[src/rtl/aud_sp_pkg.sv]
package aud_sp_pkg;

    localparam int SMP_W  = 24;
    localparam int POS_W  = 6;
    localparam int IDX_W  = 5;
    localparam int SYNC_N = 2;

    typedef enum logic [1:0] {
        FMT_I2S = 2'b00,
        FMT_LJ  = 2'b01,
        FMT_RJ  = 2'b10,
        FMT_RSV = 2'b11
    } fmt_e;

    typedef struct packed {
        logic             hit;
        logic             left;
        logic [IDX_W-1:0] idx;
    } slot_t;

    // effective word length in bits
    function automatic int word_len(input logic [1:0] wsel, input logic f64);
        if (!f64) return 16;
        case (wsel)
            2'd0:    return 16;
            2'd1:    return 18;
            2'd2:    return 20;
            default: return 24;
        endcase
    endfunction

    // bits of a left-aligned sample that lie below the word
    function automatic logic [SMP_W-1:0] tail_mask(input logic [1:0] wsel, input logic f64);
        int w;
        w = word_len(wsel, f64);
        return (SMP_W'(1) << (SMP_W - w)) - SMP_W'(1);
    endfunction

    function automatic logic left_level(input fmt_e fmt, input logic lr);
        return (fmt == FMT_I2S) ? !lr : lr;
    endfunction

    // map a bit position inside the current half onto channel and word index
    function automatic slot_t map_slot(input fmt_e fmt, input logic f64,
                                       input logic [1:0] wsel,
                                       input logic [POS_W-1:0] pos, input logic lr);
        slot_t s;
        int half, w, p, e, off, d;
        logic lft;
        half = f64 ? 32 : 16;
        w    = word_len(wsel, f64);
        p    = int'(pos);
        lft  = left_level(fmt, lr);
        if (fmt == FMT_I2S) begin
            if (p == 0) begin
                e   = half - 1;
                lft = !lft;
            end else begin
                e = p - 1;
            end
        end else begin
            e = p;
        end
        off    = (fmt == FMT_RJ) ? (half - w) : 0;
        d      = e - off;
        s.hit  = (p < half) && (d >= 0) && (d < w);
        s.left = lft;
        s.idx  = s.hit ? IDX_W'(d) : '0;
        return s;
    endfunction

endpackage

[src/rtl/aud_edge_sync.sv]
module aud_edge_sync
    import aud_sp_pkg::*;
#(
    parameter int STAGES = SYNC_N
) (
    input  logic clk,
    input  logic rst,
    input  logic bck,
    input  logic lr,
    input  logic sd,
    output logic bck_rise,
    output logic bck_fall,
    output logic lr_s,
    output logic sd_s
);
    localparam int LINES = 3;

    logic [LINES-1:0] raw;
    logic [LINES-1:0] chain [STAGES];
    logic             bck_d;

    assign raw = {sd, lr, bck};

    genvar g;
    generate
        for (g = 0; g < STAGES; g++) begin : g_stage
            always_ff @(posedge clk) begin
                if (rst) chain[g] <= '0;
                else     chain[g] <= (g == 0) ? raw : chain[(g == 0) ? 0 : g-1];
            end
        end
    endgenerate

    always_ff @(posedge clk) begin
        if (rst) bck_d <= 1'b0;
        else     bck_d <= chain[STAGES-1][0];
    end

    assign bck_rise = chain[STAGES-1][0] & ~bck_d;
    assign bck_fall = ~chain[STAGES-1][0] & bck_d;
    assign lr_s     = chain[STAGES-1][1];
    assign sd_s     = chain[STAGES-1][2];
endmodule

[src/rtl/aud_slot_track.sv]
module aud_slot_track
    import aud_sp_pkg::*;
(
    input  logic             clk,
    input  logic             rst,
    input  logic             ev,
    input  logic             lr,
    output logic [POS_W-1:0] pos_now,
    output logic             chg,
    output logic             locked
);
    logic             seen;
    logic             lr_last;
    logic [POS_W-1:0] pos_q;

    assign chg     = seen && (lr != lr_last);
    assign pos_now = chg ? '0 : ((&pos_q) ? pos_q : pos_q + POS_W'(1));

    always_ff @(posedge clk) begin
        if (rst) begin
            seen    <= 1'b0;
            lr_last <= 1'b0;
            pos_q   <= '0;
            locked  <= 1'b0;
        end else if (ev) begin
            seen    <= 1'b1;
            lr_last <= lr;
            pos_q   <= pos_now;
            if (chg) locked <= 1'b1;
        end
    end
endmodule

[src/rtl/aud_rx_deser.sv]
module aud_rx_deser
    import aud_sp_pkg::*;
(
    input  logic             clk,
    input  logic             rst,
    input  fmt_e             fmt,
    input  logic             f64,
    input  logic [1:0]       wsel,
    input  logic             rise,
    input  logic             lr,
    input  logic             sd,
    input  logic [POS_W-1:0] pos,
    input  logic             chg,
    input  logic             locked,
    output logic [SMP_W-1:0] rx_left,
    output logic [SMP_W-1:0] rx_right,
    output logic             rx_valid
);
    slot_t            m;
    logic             act;
    logic             last;
    logic             left_done;
    logic [SMP_W-1:0] acc_l, acc_r, nxt_l, nxt_r, base;

    always_comb begin
        m     = map_slot(fmt, f64, wsel, pos, lr);
        act   = rise && (locked || chg) && m.hit;
        last  = (int'(m.idx) == word_len(wsel, f64) - 1);
        nxt_l = acc_l;
        nxt_r = acc_r;
        base  = m.left ? acc_l : acc_r;
        if (m.idx == '0) base = '0;
        base[IDX_W'(SMP_W-1) - m.idx] = sd;
        if (act) begin
            if (m.left) nxt_l = base;
            else        nxt_r = base;
        end
    end

    always_ff @(posedge clk) begin
        if (rst) begin
            acc_l     <= '0;
            acc_r     <= '0;
            left_done <= 1'b0;
            rx_left   <= '0;
            rx_right  <= '0;
            rx_valid  <= 1'b0;
        end else begin
            acc_l    <= nxt_l;
            acc_r    <= nxt_r;
            rx_valid <= 1'b0;
            if (act && last) begin
                if (m.left) begin
                    left_done <= 1'b1;
                end else if (left_done) begin
                    rx_left  <= nxt_l;
                    rx_right <= nxt_r;
                    rx_valid <= 1'b1;
                end
            end
        end
    end
endmodule

[src/rtl/aud_tx_ser.sv]
module aud_tx_ser
    import aud_sp_pkg::*;
(
    input  logic             clk,
    input  logic             rst,
    input  fmt_e             fmt,
    input  logic             f64,
    input  logic [1:0]       wsel,
    input  logic             fall,
    input  logic             lr,
    input  logic [POS_W-1:0] pos,
    input  logic             chg,
    input  logic             locked,
    input  logic [SMP_W-1:0] tx_left,
    input  logic [SMP_W-1:0] tx_right,
    output logic             sd_out
);
    slot_t            m;
    logic             live;
    logic             load;
    logic             rstart;
    logic             nbit;
    logic [SMP_W-1:0] act_l, act_r, hold_r, src_l, src_r;

    always_comb begin
        m      = map_slot(fmt, f64, wsel, pos, lr);
        live   = locked || chg;
        load   = fall && chg && left_level(fmt, lr);
        rstart = fall && live && m.hit && !m.left && (m.idx == '0);
        src_l  = load ? tx_left : act_l;
        src_r  = rstart ? hold_r : act_r;
        nbit   = 1'b0;
        if (live && m.hit)
            nbit = m.left ? src_l[IDX_W'(SMP_W-1) - m.idx]
                          : src_r[IDX_W'(SMP_W-1) - m.idx];
    end

    always_ff @(posedge clk) begin
        if (rst) begin
            act_l  <= '0;
            act_r  <= '0;
            hold_r <= '0;
            sd_out <= 1'b0;
        end else if (fall) begin
            sd_out <= nbit;
            if (load) begin
                act_l  <= tx_left;
                hold_r <= tx_right;
            end
            if (rstart) act_r <= hold_r;
        end
    end
endmodule

[src/rtl/aud_serial_port.sv]
module aud_serial_port
    import aud_sp_pkg::*;
(
    input  logic             clk,
    input  logic             rst,
    input  logic [1:0]       cfg_fmt,
    input  logic             cfg_frame64,
    input  logic [1:0]       cfg_width,
    input  logic             bck_in,
    input  logic             lr_in,
    input  logic             sd_in,
    input  logic [SMP_W-1:0] tx_left,
    input  logic [SMP_W-1:0] tx_right,
    output logic             sd_out,
    output logic [SMP_W-1:0] rx_left,
    output logic [SMP_W-1:0] rx_right,
    output logic             rx_valid
);
    fmt_e             fmt;
    logic             bck_rise, bck_fall, lr_s, sd_s;
    logic [POS_W-1:0] rx_pos, tx_pos;
    logic             rx_chg, tx_chg, rx_locked, tx_locked;

    assign fmt = fmt_e'(cfg_fmt);

    aud_edge_sync #(.STAGES(SYNC_N)) u_sync (
        .clk(clk), .rst(rst), .bck(bck_in), .lr(lr_in), .sd(sd_in),
        .bck_rise(bck_rise), .bck_fall(bck_fall), .lr_s(lr_s), .sd_s(sd_s)
    );

    aud_slot_track u_rx_trk (
        .clk(clk), .rst(rst), .ev(bck_rise), .lr(lr_s),
        .pos_now(rx_pos), .chg(rx_chg), .locked(rx_locked)
    );

    aud_slot_track u_tx_trk (
        .clk(clk), .rst(rst), .ev(bck_fall), .lr(lr_s),
        .pos_now(tx_pos), .chg(tx_chg), .locked(tx_locked)
    );

    aud_rx_deser u_rx (
        .clk(clk), .rst(rst), .fmt(fmt), .f64(cfg_frame64), .wsel(cfg_width),
        .rise(bck_rise), .lr(lr_s), .sd(sd_s), .pos(rx_pos), .chg(rx_chg),
        .locked(rx_locked), .rx_left(rx_left), .rx_right(rx_right), .rx_valid(rx_valid)
    );

    aud_tx_ser u_tx (
        .clk(clk), .rst(rst), .fmt(fmt), .f64(cfg_frame64), .wsel(cfg_width),
        .fall(bck_fall), .lr(lr_s), .pos(tx_pos), .chg(tx_chg), .locked(tx_locked),
        .tx_left(tx_left), .tx_right(tx_right), .sd_out(sd_out)
    );
endmodule

[config.mk]
export PLATFORM = sky130hd
export DESIGN_NAME = aud_serial_port
export DESIGN_NICKNAME = d
export VERILOG_FILES = /design/src/rtl/aud_sp_pkg.sv /design/src/rtl/aud_edge_sync.sv /design/src/rtl/aud_slot_track.sv /design/src/rtl/aud_rx_deser.sv /design/src/rtl/aud_tx_ser.sv /design/src/rtl/aud_serial_port.sv
export SDC_FILE = /design/constraint.sdc
export NUM_CORES = 1
export LEC_CHECK = 0
export BUFFER_PORTS_ARGS = -buffer_cell sky130_fd_sc_hd__buf_4
export CAP_MARGIN = 20
export CORE_MARGIN = 8
export CORE_UTILIZATION = 54
export DETAILED_ROUTE_END_ITERATION = 7
export PLACE_DENSITY = 0.77
export RECOVER_POWER = 25
export SLEW_MARGIN = 40
export SYNTH_ARGS = -nofsm -noshare
export SYNTH_HDL_FRONTEND = slang
export SYNTH_SLANG_ARGS = --single-unit
[constraint.sdc]
create_clock -name clk -period 5.85 [get_ports clk]
set_input_delay 1.755 -clock clk [delete_from_list [all_inputs] [get_ports clk]]
set_output_delay 1.755 -clock clk [all_outputs]
set_load 0.02 [all_outputs]
==> results of run 1 <==
[cells in the final DEF, fill, tap and decap left out, types with 27 or more instances in the layout]
| cell type | synthesis | final |
|---|---|---|
| o21ai_1 | 28 | 28 |
| nand2_1 | 206 | 206 |
| ha_1 | 30 | 30 |
| nor2_1 | 139 | 139 |
| buf_4 | 6 | 98 |
| clkbuf_1 | 60 | 53 |
| mux2i_1 | 57 | 57 |
| a21oi_1 | 154 | 153 |
| a211oi_1 | 55 | 55 |
| o21ai_0 | 27 | 27 |
| dfxtp_1 | 196 | 196 |
[critical path: stages]
cell and delay [ps]:
buf_4 120, and3b_1 240, inv_1 60, ha_1 220
xor2_1 260, nand2_1 150, ha_1 370, nor2b_1 150
o21ai_1 110, nand2b_1 110, a21o_1 190, a21o_1 190
mux2_2 390, or3_1 690, a311oi_1 330, a41oi_1 120
a211oi_1 300
[layout make-up]
class	instances	area, µm²
inverter	27	101
fill	1656	6850
clock inverter	12	141
multi-input combinational	978	5870
clock buffer	20	447
timing repair buffer	155	1020
tap	234	293
sequential	196	3920
[per-stage QoR]
step	setup WS [ps]	std cells	util, %	power [µW]
final	420	1622	63.3	2850
after global routing	86.4	1622	63.3	2940
after CTS	501	1622	64.4	2850
after detailed placement	69.4	1590	61.2	1690
after global placement	112	1590	61.1	1680
after floorplan	110	1283	-	1570
[power by group]
part | internal (µW) | total, µW | switching [µW]
clock | 617 | 1180 | 564
combinational | 126 | 325 | 198
sequential | 1340 | 1340 | 5.23
total | 2080 | 2850 | 767
[kinds of logic after synthesis]
family	Yosys count	synth area share [%]
simple gates	489	21.9
other cells	2	0.0735
buf+inv	109	4.46
fa+ha+maj	32	4.06
flops	196	38.4
xor+xnor	22	2.29
mux	68	6.79
compound gates	362	22.0
[what timing repair did]
item / in CTS / in global routing
buffers inserted: 0 / 0
resized for setup: 0 / 1
endpoints found under the setup margin: 0 / 1
[per-layer routing]
| metal | global-route usage (%) | vias up |
|---|---|---|
| li1 | - | 4724 |
| met1 | 29.1 | 4506 |
| met2 | 35.9 | 253 |
| met3 | 4.79 | 39 |
| met4 | 6.58 | 0 |
| met5 | 0 | - |
[flip-flops by register name (all words and copies together) (netlist names)]
name / flops
u_rx_trk.pos_q: 6
u_sync.chain: 6
u_sync.bck_d: 1
u_rx.rx_valid: 1
u_rx_trk.lr_last: 1
u_tx_trk.seen: 1
u_tx_trk.lr_last: 1
u_rx.rx_right: 24
u_rx.left_done: 1
u_tx.hold_r: 24
u_tx.sd_out: 1
u_tx_trk.locked: 1
u_tx_trk.pos_q: 6
u_rx_trk.locked: 1
u_tx.act_r: 24
u_tx.act_l: 24
u_rx.acc_l: 24
u_rx.acc_r: 24
u_rx_trk.seen: 1
u_rx.rx_left: 24
[final timing paths]
kind | endpoint | cells after the start | slack, ps
max | u_rx.acc_l[9] | 17 | 420
min | u_sync.chain[1][2] | 1 | 440
max reg2reg | u_tx.sd_out | 24 | 610
min reg2reg | u_sync.chain[1][2] | 1 | 440
==> results.tsv, run 1 <==
stage	metric	value	unit
synth	#FFs+latches synth	196	
clocking	Clock Tree Buf Depth	2	
global_route	largest net degree at the start of global routing	93	
die	DIE AREA	23600	µm²
die	num rows	50	
setup_path	reg2reg start	u_tx_trk.pos_q[0]	
route	Top Layer Used	met4	
setup_path	Worst setup EP type	flop	
setup_path	worst path arrival time	5760	ps
placement	placed cell areas	11400	µm²
finish	post-route cell area	11800	µm²
placement	number of port buffers	107	
synth	Top FF cell, synth	dfxtp_1	
finish	layout cells sized above 1	11.8	%
finish	nets	1465	
synth	Post-Syn Area	10200	µm²
route	Routed Antenna Nets	0	
synth	Post-Syn Area per Cell	7.99	µm²
route	Post-Route WL	26700	µm
clocking	CTS H-tree depth	4	
sta	Hold WS	442	ps
sta	RSZ-0062 raised after global routing	no	
synth	Cell variety after synth	76	
route	Initial DRC Count	726	
sta	final hold viol count	0	
sta	Slew HR	-24.2	%
die	die width	154	µm
synth	async set or reset register ratio after synthesis	0	%
finish	ANT cells	0	
die	core area	18600	µm²
clocking	CTS tree	yes	
synth	top cells by count, synth	nand2_1, dfxtp_1, a21oi_1	
global_route	vias in the first global route	8982	
synth	synth top area cells	dfxtp_1, nand2_1, a21oi_1, mux2i_1, nor2_1	
hold_path	Tightest Hold Check Type	reg -> reg	
setup_path	worst setup path startpoint	cfg_width[1]	
sta	final worst path period share	92.8	%
synth	Post-synth EDFFs	0	
sta	Final Slew Violations	183	
global_route	Total GRT Usage	22.2	%
run_status	status	complete, but fails checks	
setup_path	Worst EP required	6180	ps
die	die height	154	µm
clocking	clk_lat worst skew	440	ps
placement	DP Wirelength	18700	µm
route	Via density	5.87	
sta	setup TNS	0	ps
setup_path	WS Path Type	in -> reg	
sta	Max Clk Rate	184	MHz
run_status	failing checks	max-capacitance violations, max-slew violations	
route	First-pass DRT Iterations	8	
sta	skew final	7.75	ps
global_route	initial antenna violation count	0	
synth	Synth top area share	38.4	%
global_route	first-pass GRT wire length	43900	µm
sta	Worst-Margin Slew	1860	ps
clocking	Hold Buf Count CTS	0	
sta	Tmin final	5430	ps
placement	gpl congestion	0.892	
hold_path	hold path start	u_sync.chain[0][2]	
synth	largest area contributor in the netlist	dfxtp_1	
finish	Area Overhead vs Synth	15.4	%
pwr	PD cells	241	nW/µm²
route	metal3 WL	1420	µm
synth	Ys Warns	0	
route	via count	9522	
route	DRC Markers	0	
clocking	Worst-path clk slew	70	ps
synth	sequential-to-total area share from yosys stat	38.4	%
sta	Final setup viols	0	
pwr	Max VDD drop	0.236	mV
route	WL per Instance	16.5	µm
route	met2 WL	12400	µm
clocking	Sinks on Clock Net	196	
setup_path	peak fanout along the critical path	16	
clocking	CTS root buffer	clkbuf_16	
setup_path	critical path launch point type	input port	
die	I/O pin total	108	
global_route	global route overflow	0	
clocking	Num CTS Buffers	17	
pwr	P_leak	0.00426	µW
route	met1 wire length	12500	µm
die	Initial Utilization	54.8	%
synth	Post-Syn Instances	1280	
synth	most common cell in the netlist	nand2_1	
job	max-cap viol count	2	
No activity file was read; power rests on OpenSTA's default activity.
==> run 2, diff against run 1 <==
- CAP_MARGIN: 20 -> 10
- CORE_ASPECT_RATIO: default -> 1.4
==> run 2 against run 1 <==
Compared with the run above:
- the flow still finishes with violations (max-capacitance violations, max-slew violations)
- count of clock-buffer cells in the layout down 3
- critical endpoint is now u_rx.acc_r[13]
- largest power group unchanged
- sequential share of layout area down 0.11 points
- critical path depth up 1
==> results.tsv, run 2 (same netlist as run 1, synthesis figures left out) <==
stage	metric	value	unit	change
setup_path	reg2reg start	u_sync.chain[1][1]		
global_route	grt peak-use layer	met2		
global_route	first-pass GRT wire length	42800	µm	-2.4%
sta	Worst-Margin Slew	3360	ps	+1500 ps
finish	area of the multi-input gates	5870	µm²	-0.15%
finish	most frequent cells in the layout	nand2_1, dfxtp_1, a21oi_1, nor2_1, buf_4		
setup_path	worst path arrival time	5760	ps	about the same
route	DRC Markers	0		unchanged
global_route	Total GRT Usage	21.6	%	-0.55 points
die	I/O pin total	108		unchanged
pwr	P_leak	0.00427	µW	+0.19%
clocking	Num CTS Buffers	17		unchanged
clocking	Worst-path clk slew	70	ps	about the same
die	DIE AREA	23600	µm²	+0.26%
setup_path	R2R Path End	u_tx.sd_out		
route	WL per Instance	15.9	µm	-3.3%
die	core area	18600	µm²	-0.22%
clocking	Resize count post-CTS	0		unchanged
sta	Final setup viols	0		unchanged
hold_path	Tightest Hold Check Type	reg -> reg		
route	Routed Antenna Nets	0		unchanged
die	num rows	59		+18%
sta	Max Clk Rate	184	MHz	+0.17%
clocking	Post-CTS Setup Inserts	0		unchanged
sta	Tmin final	5420	ps	-9.11 ps
sta	Final Slew Violations	79		-57%
global_route	GRT met2 Usage	40.8	%	+4.9 points
sta	final worst path period share	92.7	%	-0.16 points
finish	filler instances	1722		+4.0%
global_route	vias in the first global route	9172		+2.1%
placement	gpl congestion	0.943		+5.8%
global_route	global route overflow	0		unchanged
clocking	CTS root buffer	clkbuf_16		
finish	nets	1468		+0.20%
clocking	Sinks on Clock Net	196		unchanged
clocking	CTS tree	yes		
job	max-cap viol count	1		-1
setup_path	critical path launch point type	input port		
global_route	grt met3 use	4.07	%	-0.73 points
global_route	largest net degree at the start of global routing	104		+12%
run_status	status	complete, but fails checks		
clocking	clk_lat worst skew	440	ps	about the same
sta	setup TNS	0	ps	unchanged
clocking	Hold Buf Count CTS	0		unchanged
finish	ANT cells	0		unchanged
sta	final worst slack	429	ps	+9.11 ps
die	die width	132	µm	-14%
sta	final hold viol count	0		unchanged
setup_path	WS Path Type	in -> reg		
pwr	Max VDD drop	0.165	mV	-30%
placement	DP Wirelength	19100	µm	+2.0%
clocking	CTS H-tree depth	4		unchanged
sta	skew final	10.1	ps	+2.37 ps
global_route	initial antenna violation count	0		unchanged
route	Post-Route WL	26000	µm	-2.6%
run_status	failing checks	max-capacitance violations, max-slew violations		
route	Via density	5.73		-2.4%
global_route	GR Util met1	22.3	%	-6.8 points
route	Initial DRC Count	629		-13%
finish	Area Overhead vs Synth	15.8	%	
clocking	Clock Tree Buf Depth	2		unchanged
route	First-pass DRT Iterations	7		-1
setup_path	r2r setup slk	530	ps	-80 ps
pwr	PD cells	239	nW/µm²	-0.99%
finish	layout cells sized above 1	12.1	%	+0.27 points
setup_path	worst setup path startpoint	cfg_width[1]		
setup_path	Worst R2R Path Depth	23		-4.2%
placement	Setup WS pre-CTS	62.4	ps	-6.92 ps
finish	Final Core Density	63.6	%	+0.35 points
sta	Slew HR	-124	%	-100 points
finish	register area	3920	µm²	unchanged
die	Initial Utilization	54.9	%	+0.12 points
die	die height	179	µm	+16%
finish	commonest non-fill, non-tap cell in the layout	nand2_1		
route	via count	9367		-1.6%
setup_path	peak fanout along the critical path	16		unchanged
hold_path	hold path start	u_sync.chain[0][2]		
pwr	Tot Pwr	2830	µW	-0.65%
sta	RSZ-0062 raised after global routing	no		
setup_path	CP endpoint	u_rx.acc_r[13]		
setup_path	Worst setup EP type	flop		
setup_path	Worst EP required	6190	ps	about the same
placement	number of port buffers	107		unchanged
-- run 2: changes by cell type in the layout (fill, tap and decap cells not counted), sizes merged --
| cell | delta |
|---|---|
| clkbuf | -4 |
| clkinv | +1 |
| buf | +4 |
| inv | +1 |
-- run 2: critical path, cell delays in order --
cell and delay (ps):
buf_4 120, and3b_1 230, inv_1 70, ha_1 340, nand2_1 130, inv_1 110
fa_1 460, xor2_1 210, clkinv_1 130, ha_1 290, a21oi_1 140, o2111a_1 220
o21ai_1 210, or3_1 400, buf_4 210, a311o_1 300, and3_1 220, nor3_1 220
-- run 2: where the power goes --
group,internal (µW),switching [µW],leakage [µW]
logic,129,197,0.00240
registers,1340,4.27,0.00158
clock network,608,554,0.000289
-- run 2: worst min path at each step --
stage,to,cells after the start
after detailed placement,u_sync.chain[1][2],1
after CTS,u_sync.chain[1][2],1
after global placement,u_sync.chain[1][2],1
after floorplan,u_sync.chain[1][0],1
after global routing,u_sync.chain[1][2],1
final,u_sync.chain[1][2],1
-- run 2: per-stage QoR --
stage               hold WS, ps  std cells  cell area (µm²)
floorplan                   414       1283            10200
global placement            423       1601            11400
detailed placement          431       1603            11400
CTS                         449       1634            12000
global route                459       1634            11800
finish                      441       1634            11800
-- run 2: routing by layer --
layer	routed length, µm	part of all wire (%)
met2	13600	52
met1	10300	39
met5	0	0
met4	1130	4.3
met3	1020	3.9
-- run 2: final cells by class --
type / count / area share (%)
multi-input combinational: 978 / 49.6
timing repair buffer: 158 / 8.88
clock buffer: 17 / 3.59
tap: 244 / 2.58
sequential: 196 / 33.1
clock inverter: 14 / 1.40
inverter: 27 / 0.856
